**src/rtl/pma_regbank_pkg.sv**
```systemverilog
// Package: shared widths, register addresses and bit positions of the
// PMA/PMD management register bank. Assumes a four-lane device.
package pma_regbank_pkg;
    localparam int DATA_W = 16;
    localparam int ADDR_W = 16;
    localparam int DEV_W  = 5;
    localparam int NFLT   = 2;

    localparam logic [ADDR_W-1:0] ADR_STAT2  = 16'h0008;
    localparam logic [ADDR_W-1:0] ADR_TXDIS  = 16'h0009;
    localparam logic [ADDR_W-1:0] ADR_SIGDET = 16'h000A;
    localparam logic [ADDR_W-1:0] ADR_EXTCAP = 16'h000B;
    localparam logic [ADDR_W-1:0] ADR_ALM_A  = 16'h9003;
    localparam logic [ADDR_W-1:0] ADR_ALM_B  = 16'h9004;

    // Fault flag positions inside the second status word
    localparam int FLT_RX_BIT = 10;
    localparam int FLT_TX_BIT = 11;
    // Fixed capability bits that read 1
    localparam int CAP_LX4_BIT  = 4;
    localparam int CAP_LOOP_BIT = 0;
    localparam int CAP_CX4_BIT  = 0;

    typedef enum logic [2:0] {
        SEL_NONE,
        SEL_STAT2,
        SEL_TXDIS,
        SEL_SIGDET,
        SEL_EXTCAP,
        SEL_ALARM
    } reg_sel_e;
endpackage

```
**src/rtl/pma_fault_latch.sv**
```systemverilog
// Sticky fault flags. Each flag sets on its event pulse and clears on
// the shared clear strobe; set wins over clear in the same cycle.
// Assumes event pulses are synchronous to clk.
module pma_fault_latch #(
    parameter int NBITS = 2
) (
    input  logic             clk,
    input  logic             rst_n,
    input  logic [NBITS-1:0] set_evt,
    input  logic             clr,
    output logic [NBITS-1:0] flags
);
    for (genvar i = 0; i < NBITS; i++) begin : g_flag
        // Hold, set or clear one flag
        always_ff @(posedge clk) begin
            if (!rst_n)
                flags[i] <= 1'b0;
            else if (set_evt[i])
                flags[i] <= 1'b1;
            else if (clr)
                flags[i] <= 1'b0;
        end


        flt_set_chk: assert property (@(posedge clk) disable iff (!rst_n)
            set_evt[i] |=> flags[i]);

        flt_clr_chk: assert property (@(posedge clk) disable iff (!rst_n)
            (clr && !set_evt[i]) |=> !flags[i]);
    end
endmodule

```
**src/rtl/pma_txdis_ctrl.sv**
```systemverilog
// Transmit-disable control word and per-lane transmit gating. Bit 0 of
// the word disables all lanes, bit n+1 disables lane n. The gate drives
// the optical enable or the copper driver enable as the mode selects.
// Assumes wr_en is already qualified by device and address decode.
module pma_txdis_ctrl #(
    parameter int LANES = 4
) (
    input  logic             clk,
    input  logic             rst_n,
    input  logic             wr_en,
    input  logic [LANES:0]   wdata,
    input  logic             tx_on,
    input  logic             lx4_mode,
    output logic [LANES:0]   dis_q,
    output logic [LANES-1:0] lane_tx_en,
    output logic [LANES-1:0] lane_drv_en
);
    logic [LANES-1:0] lane_ok;

    // Store the control word on a qualified write
    always_ff @(posedge clk) begin
        if (!rst_n)
            dis_q <= '0;
        else if (wr_en)
            dis_q <= wdata;
    end

    for (genvar n = 0; n < LANES; n++) begin : g_lane
        // Combine lane bit, global bit and pin for one lane
        always_comb lane_ok[n] = !dis_q[n+1] && !dis_q[0] && tx_on;
    end

    // Route the gate to the output the mode uses
    always_comb begin
        if (lx4_mode) begin
            lane_tx_en  = lane_ok;
            lane_drv_en = '1;
        end else begin
            lane_tx_en  = '1;
            lane_drv_en = lane_ok;
        end
    end


    txdis_wr_chk: assert property (@(posedge clk) disable iff (!rst_n)
        wr_en |=> dis_q == $past(wdata));

    pin_off_chk: assert property (@(posedge clk) disable iff (!rst_n)
        !tx_on |-> ((lane_tx_en & lane_drv_en) == '0));

    mode_idle_chk: assert property (@(posedge clk) disable iff (!rst_n)
        lx4_mode |-> lane_drv_en == '1);
endmodule

```
**src/rtl/pma_sigdet.sv**
```systemverilog
// Signal-detect source selection. Optical mode inverts the loss-of-signal
// inputs; copper mode passes the copper detect through. Global detect is
// the AND of all lanes. Purely combinational.
module pma_sigdet #(
    parameter int LANES = 4
) (
    input  logic             lx4_mode,
    input  logic [LANES-1:0] opt_los,
    input  logic [LANES-1:0] cx4_sd,
    output logic [LANES-1:0] lane_sd,
    output logic             glob_sd
);
    for (genvar n = 0; n < LANES; n++) begin : g_sd
        // Pick this lane's detect source
        always_comb lane_sd[n] = lx4_mode ? !opt_los[n] : cx4_sd[n];
    end

    // Global detect needs every lane
    always_comb glob_sd = &lane_sd;
endmodule

```
**src/rtl/pma_regbank.sv**
```systemverilog
// Top of the PMA/PMD management register bank. Decodes the register
// port, assembles read words, registers read data and drives the
// fault-clear strobe. Assumes one-cycle rd/wr strobes from an external
// frame decoder.
module pma_regbank
    import pma_regbank_pkg::*;
#(
    parameter int                LANES  = 4,
    parameter logic [DEV_W-1:0]  DEV_ID = 5'd1
) (
    input  logic              clk,
    input  logic              rst_n,
    input  logic [DEV_W-1:0]  reg_dev,
    input  logic [ADDR_W-1:0] reg_addr,
    input  logic [DATA_W-1:0] reg_wdata,
    input  logic              reg_rd,
    input  logic              reg_wr,
    input  logic              lx4_mode,
    input  logic              tx_on,
    input  logic [LANES-1:0]  opt_los,
    input  logic [LANES-1:0]  cx4_sd,
    input  logic [NFLT-1:0]   fault_evt,
    output logic [LANES-1:0]  lane_tx_en,
    output logic [LANES-1:0]  lane_drv_en,
    output logic [DATA_W-1:0] reg_rdata
);
    localparam int CTL_W = LANES + 1;

    logic              dev_hit;
    reg_sel_e          sel;
    logic              flt_clr;
    logic [NFLT-1:0]   flt_q;
    logic [CTL_W-1:0]  dis_q;
    logic [LANES-1:0]  lane_sd;
    logic              glob_sd;
    logic [DATA_W-1:0] rd_word;

    // Device match
    always_comb dev_hit = (reg_dev == DEV_ID);

    // Address decode to a register select
    always_comb begin
        sel = SEL_NONE;
        if (dev_hit) begin
            unique case (reg_addr)
                ADR_STAT2:            sel = SEL_STAT2;
                ADR_TXDIS:            sel = SEL_TXDIS;
                ADR_SIGDET:           sel = SEL_SIGDET;
                ADR_EXTCAP:           sel = SEL_EXTCAP;
                ADR_ALM_A, ADR_ALM_B: sel = SEL_ALARM;
                default:              sel = SEL_NONE;
            endcase
        end
    end

    // Clearing reads: status word or either alarm address
    always_comb flt_clr = reg_rd && (sel == SEL_STAT2 || sel == SEL_ALARM);

    pma_fault_latch #(.NBITS(NFLT)) u_flt (
        .clk     (clk),
        .rst_n   (rst_n),
        .set_evt (fault_evt),
        .clr     (flt_clr),
        .flags   (flt_q)
    );

    pma_txdis_ctrl #(.LANES(LANES)) u_txdis (
        .clk         (clk),
        .rst_n       (rst_n),
        .wr_en       (reg_wr && sel == SEL_TXDIS),
        .wdata       (reg_wdata[CTL_W-1:0]),
        .tx_on       (tx_on),
        .lx4_mode    (lx4_mode),
        .dis_q       (dis_q),
        .lane_tx_en  (lane_tx_en),
        .lane_drv_en (lane_drv_en)
    );

    pma_sigdet #(.LANES(LANES)) u_sd (
        .lx4_mode (lx4_mode),
        .opt_los  (opt_los),
        .cx4_sd   (cx4_sd),
        .lane_sd  (lane_sd),
        .glob_sd  (glob_sd)
    );

    // Assemble the word of the selected register
    always_comb begin
        rd_word = '0;
        unique case (sel)
            SEL_STAT2: begin
                rd_word[CAP_LX4_BIT]  = 1'b1;
                rd_word[CAP_LOOP_BIT] = 1'b1;
                rd_word[FLT_RX_BIT]   = flt_q[0];
                rd_word[FLT_TX_BIT]   = flt_q[1];
            end
            SEL_TXDIS:  rd_word[CTL_W-1:0] = dis_q;
            SEL_SIGDET: rd_word[CTL_W-1:0] = {lane_sd, glob_sd};
            SEL_EXTCAP: rd_word[CAP_CX4_BIT] = 1'b1;
            default:    rd_word = '0;
        endcase
    end

    // Capture read data on a read strobe, hold otherwise
    always_ff @(posedge clk) begin
        if (!rst_n)
            reg_rdata <= '0;
        else if (reg_rd)
            reg_rdata <= rd_word;
    end


    rdata_hold_chk: assert property (@(posedge clk) disable iff (!rst_n)
        !reg_rd |=> $stable(reg_rdata));

    stat2_fixed_chk: assert property (@(posedge clk) disable iff (!rst_n)
        (reg_rd && dev_hit && reg_addr == ADR_STAT2)
        |=> (reg_rdata & 16'hF3FF) == 16'h0011);

    extcap_chk: assert property (@(posedge clk) disable iff (!rst_n)
        (reg_rd && dev_hit && reg_addr == ADR_EXTCAP) |=> reg_rdata == 16'h0001);

    wrong_dev_chk: assert property (@(posedge clk) disable iff (!rst_n)
        (reg_rd && !dev_hit) |=> reg_rdata == '0);

    glob_sd_chk: assert property (@(posedge clk) disable iff (!rst_n)
        (reg_rd && dev_hit && reg_addr == ADR_SIGDET)
        |=> (reg_rdata[0] == &reg_rdata[CTL_W-1:1]) && reg_rdata[DATA_W-1:CTL_W] == '0);

    alarm_clr_chk: assert property (@(posedge clk) disable iff (!rst_n)
        (reg_rd && dev_hit && (reg_addr == ADR_ALM_A || reg_addr == ADR_ALM_B)
         && fault_evt == '0) |=> (flt_q == '0 && reg_rdata == '0));
endmodule

```
**config.mk**
```make
export PLATFORM = sky130hd
export DESIGN_NAME = pma_regbank
export DESIGN_NICKNAME = d
export VERILOG_FILES = /design/src/rtl/pma_regbank_pkg.sv /design/src/rtl/pma_fault_latch.sv /design/src/rtl/pma_txdis_ctrl.sv /design/src/rtl/pma_sigdet.sv /design/src/rtl/pma_regbank.sv
export SDC_FILE = /design/constraint.sdc
export NUM_CORES = 1
export LEC_CHECK = 0
export BUFFER_PORTS_ARGS = -buffer_cell sky130_fd_sc_hd__buf_2
export CAP_MARGIN = 0
export CORE_ASPECT_RATIO = 0.6
export CORE_MARGIN = 8
export CORE_UTILIZATION = 38
export DETAILED_ROUTE_END_ITERATION = 8
export GPL_ROUTABILITY_DRIVEN = 0
export GPL_TIMING_DRIVEN = 0
export HOLD_SLACK_MARGIN = 0.02
export PLACE_DENSITY = 0.78
export SYNTH_ARGS = -nofsm -noshare
export SYNTH_HDL_FRONTEND = slang
export SYNTH_SLANG_ARGS = --single-unit
```
**constraint.sdc**
```tcl
create_clock -name clk -period 1.6 [get_ports clk]
set_clock_uncertainty 0.1 [all_clocks]
set_input_delay 0.24 -clock clk [delete_from_list [all_inputs] [get_ports clk]]
set_output_delay 0.24 -clock clk [all_outputs]
set_load 0.02 [all_outputs]
```
### Word-level counts from Yosys, hierarchy flattened

Index checks and enable logic that the tools add are counted.

| storage, ports and cells | value |
|---|---|
| input port bits | 53 |
| logic and storage cells | 56 |
| output and inout bits | 24 |
| register bits | 14 |

| cells by class | value |
|---|---|
| reduce and logical (&&, ||, !) cells | 25 |
| equality and inequality tests | 12 |
| muxes and demuxes | 15 |

Operators by type and width:

| operator | count |
|---|---|
| $eq 16x4->1 const B | 4 |
| $eq 16x16->1 const B | 2 |
| $pmux 3 s5 | 1 |
| $logic_and 1x1->1 | 10 |
| $logic_not 1->1 | 9 |
| $mux 4 | 2 |
| $mux 1 | 7 |
| $eq 3x2->1 const B | 2 |
| $eq 3x3->1 const B | 2 |
| $pmux 1 s3 | 2 |
| $pmux 3 s2 | 1 |
| $eq 5x1->1 const B | 1 |
| $reduce_and 4->1 | 1 |
| $reduce_bool 2->1 | 2 |
| $reduce_or 2->1 | 2 |
| $eq 3x1->1 const B | 1 |
| $mux 3 | 1 |
| $mux 2 | 1 |
| $logic_or 1x1->1 | 1 |

### Depth between registers and ports, before layout

| logic depth | value |
|---|---|
| word-level depth | 9 |
| gate-level depth with buffers | 5 |

### Cells and area by module

A second synthesis with hierarchy kept.

| second synthesis, totals | value |
|---|---|
| cell total of the unflattened synthesis | 116 |
| area total of the unflattened synthesis | 1,007.2 sq um |

Modules (own cells, without submodules):

| module | area an instance (sq um) | times used | cells each |
|---|---|---|---|
| pma_regbank | 614.3 | 1 | 75 |
| pma_txdis_ctrl | 256.5 | 1 | 25 |
| pma_sigdet | 68.8 | 1 | 10 |
| pma_fault_latch | 67.6 | 1 | 6 |

### Least setup slack after synthesis

No wires, ideal clock.

| timing | value |
|---|---|
| path kind | input-to-reg |
| start | in reg_addr[9] |
| end | reg reg_rdata[4] |
| library setup time | 0.074 ns |
| stages on the path | 5 |
| arrival | 1.319 ns |
| required time | 1.426 ns |
| setup slack | 0.107 ns |
| path buffers | 1 |
| path through | nor4_4 -> and4_1 -> buf_2 -> mux2_2 -> o21ai_0 |

| between the ends | value |
|---|---|
| longest elaborated chain between the ends | 6 |

Ends and longest elaborated chain:

| element | RTL line | RTL |
|---|---|---|
| from (decl) | pma_regbank.sv:14 | `input logic [ADDR_W-1:0] reg_addr,` |
| $eq 16x16->1 | pma_regbank.sv:45 | `unique case (reg_addr)` |
| $reduce_or 2->1 | pma_regbank.sv:45 |  |
| $pmux 3 s5 (*) | pma_regbank.sv:45 |  |
| $mux 3 (*) | pma_regbank.sv:44 | `if (dev_hit) begin` |
| $eq 3x2->1 / $eq 3x1->1 (equally long branches) | pma_regbank.sv:90 | `unique case (sel)` |
| $pmux 1 s3 (*) | pma_regbank.sv:90 |  |
| to (signal assigned) | pma_regbank.sv:109 | `reg_rdata <= rd_word;` |
| to (decl) | pma_regbank.sv:25 | `output logic [DATA_W-1:0] reg_rdata` |

Every way passes the cells marked *; elsewhere a longest branch is shown, timed or not.
A chain may end at the register's enable or synchronous reset.

### Worst setup path after layout

| timing | value |
|---|---|
| start | in reg_addr[2] |
| end | reg reg_rdata[4] |

Same word-level chain as after synthesis.

==> run_results.csv <==
group,metric,value,unit
worst_setup_path,cp_cell_sequence,"buf_2 -> nor4b_4 -> and4_1 -> buf_2 -> mux2_2 -> o21ai_0",
synth,syn_area,958,sq um
drt,routed_wirelength,3120,microns
global_routing,grt_util_met2,0.240,
floorplanning,core_area,2450,sq um
timing,worst_slack,0.0801,ns
timing,timing.fmax,658,MHz
worst_setup_path,cp_max_fo,4,
floorplanning,initial_utilization,0.391,
cts,cts_buffer_depth,2,
cts,cts_hold_buf,0,
global_routing,grt_remaining_overflow,0,
global_routing,grt_max_degree,11,
timing,hold_violations,0,
cts,clkSlewWorstSetupHoldPaths,0.06,ns
flow_run,cap_viol_max_count,0,
timing,rsz0062_at_grt,"false",
worst_setup_path,critPathKind,"input pin to register",
place,io_buffers,55,
worst_setup_path,max_stage_delay,0.34,ns
run_status,status,"completed",
floorplanning,die-area,4440,sq um
synth,syn_avg_cell_area,8.05,sq um
drt,drt-pass1-iter-count,4,
floorplanning,row_count,14,
power,power.density,612,nW/um^2
cts,cts_tree,"built",
global_routing,met1_usage,0.162,
worst_setup_path,cp_slowest_cell,"nor4b_4",
worst_setup_path,rrSetupSlack,0.51,ns
floorplanning,dieHeight,54.9,microns
drt,post_drt_wl_per_cell,14.4,microns
drt,vias,1108,
synth,synth_edf_count,0,
cts,htree_num_levels,1,
worst_setup_path,start_kind,"input pin",
synth,ys_ff_latch,14,
power,p_leak,0.607,nW
power,vdd_ir_drop_max,0.000448,V
global_routing,antenna_found_initial,0,
global_routing,grt-busiest-layer,"met2",
cts,numCtsBuffers,3,
synth,yosysWarnings,0,
finish,num_antenna_cells,0,
synth,synthCells,119,
finish,nNetsFinal,240,
global_routing,grt_pass1_wl,4750,microns
cts,clock-sinks,14,
synth,ys.flop_type,"dfxtp_1",
place,pre_cts_ws,-0.155,ns
drt,drc,0,
synth,synth_cell_types,33,
timing,maxSlewViolCount,0,
cts,clock_latency,0.24,ns
worst_setup_path,critPathCaptureType,"register",
finish,final_util,0.550,
global_routing,grt_pass1_vias,1049,
drt,drtIter0Drc,60,
global_routing,grt_use_total,0.140,
worst_setup_path,cp.arrival,1.59,ns
timing,fin_crit,1.52,ns
synth,synth-async-reset-ratio,0,
power,power,826,uW
global_routing,use_met3,0.0581,
timing,setup_viol,0,
drt,postRouteAntennaNets,0,
timing,tns,0,ns
timing,finalCritPeriodShare,0.950,
drt,vias_per_cell,5.11,
finish,drive_gt1_frac,0.422,
synth,ys_seq_area_frac,0.292,
floorplanning,boundaryPins,77,
timing,holdWs,0.139,ns
floorplanning,die_w,80.8,microns
worst_hold_path,min_path_type,"input pin to register",
worst_setup_path,crit_top_cell,"buf_2",
place,hpwlAfterDp,2710,microns
cts,cts-root-buf,"clkbuf_8",
worst_setup_path,cp.required,1.67,ns
finish,area_delta_synth_final,40.7,%
-- metal layers --
layer  wire (microns)  share of wire  vias up
met5                0              0        -
met4               16         0.0051        0
met3              356           0.11        4
met2             1430           0.46       49
met1             1320           0.42      502
li1                 -              -      553
-- area by class of cell --
type	count	area (sq um)
Tap cell	32	40.0
Multi-Input combinational cell	96	608
Inverter	4	15.0
Timing Repair Buffer	55	275
Sequential cell	14	280
Fill cell	256	1100
Clock buffer	3	41.3
Buffer	13	88.8
-- flip-flops by register name, summed over array words and instances (netlist names) --
| name | cells |
|---|---|
| u_txdis.dis_q | 5 |
| u_flt.flags | 2 |
| reg_rdata | 7 |
-- power breakdown --
group	internal [mW]	switching, mW
logic	0.0834	0.108
registers	0.353	0.00168
clock network	0.166	0.114
-- cells by family (layout without fill, tap and decap cells) --
family / Yosys count / in the layout / synth area share
flops: 14 / 14 / 0.292
simple gates: 44 / 44 / 0.313
mux: 4 / 4 / 0.0431
compound gates: 39 / 39 / 0.240
buf+inv: 17 / 75 / 0.107
other cells: 1 / 9 / 0.00391
-- per-stage QoR --
step,area [sq um],cells
floorplan,988,127
global placement,1300,214
detailed placement,1300,214
CTS,1350,217
global route,1350,217
finish,1350,217
-- placed cells by master (no fill, tap or decap), types with 3 or more instances in the layout --
master and instances:
conb_1 9, nor2b_1 3, nand2_1 9, o21bai_1 4, o21ai_0 15, nand3_1 7, a21oi_1 10, dfxtp_1 14
o21ai_1 4, clkbuf_8 3, nor2_1 6, mux2i_1 3, buf_2 56, and4_1 3, buf_4 10, inv_1 4
-- Yosys cell counts, types with 2 or more instances --
master | count | share of area
buf_4 | 10 | 0.078
o21ai_1 | 3 | 0.016
nor4_4 | 2 | 0.044
a22o_1 | 2 | 0.018
o21ai_0 | 16 | 0.084
nor2_1 | 6 | 0.023
dfxtp_1 | 14 | 0.29
and4_1 | 3 | 0.027
nand2_1 | 10 | 0.039
o21bai_1 | 4 | 0.031
nor2b_1 | 3 | 0.020
and4b_1 | 2 | 0.021
nand3_1 | 7 | 0.037
mux2i_1 | 3 | 0.031
and2_1 | 2 | 0.013
clkbuf_1 | 2 | 0.0078
a21oi_1 | 10 | 0.052
inv_1 | 4 | 0.016
nand4_1 | 2 | 0.013
-- path summary, 6_finish.rpt --
kind,cells past startpoint,endpoint,startpoint
worst min-delay path,3,u_flt.flags[1],fault_evt[1]
worst min register to register,2,reg_rdata[3],reg_rdata[3]
worst max-delay path,6,reg_rdata[4],reg_addr[2]
worst max register to register,3,reg_rdata[4],u_txdis.dis_q[4]
-- critical path: cells and delay by family --
family / cells / cell delay [ns]
buf+inv: 2 / 0.30
simple gates: 2 / 0.57
compound gates: 1 / 0.14
mux: 1 / 0.34
-- repair_timing --
| item | CTS | global route |
|---|---|---|
| endpoints found under the setup margin | 0 | 5 |
| gates resized for setup | 0 | 4 |
| buffers inserted | 0 | 0 |
No activity file was read; power rests on OpenSTA's default activity.
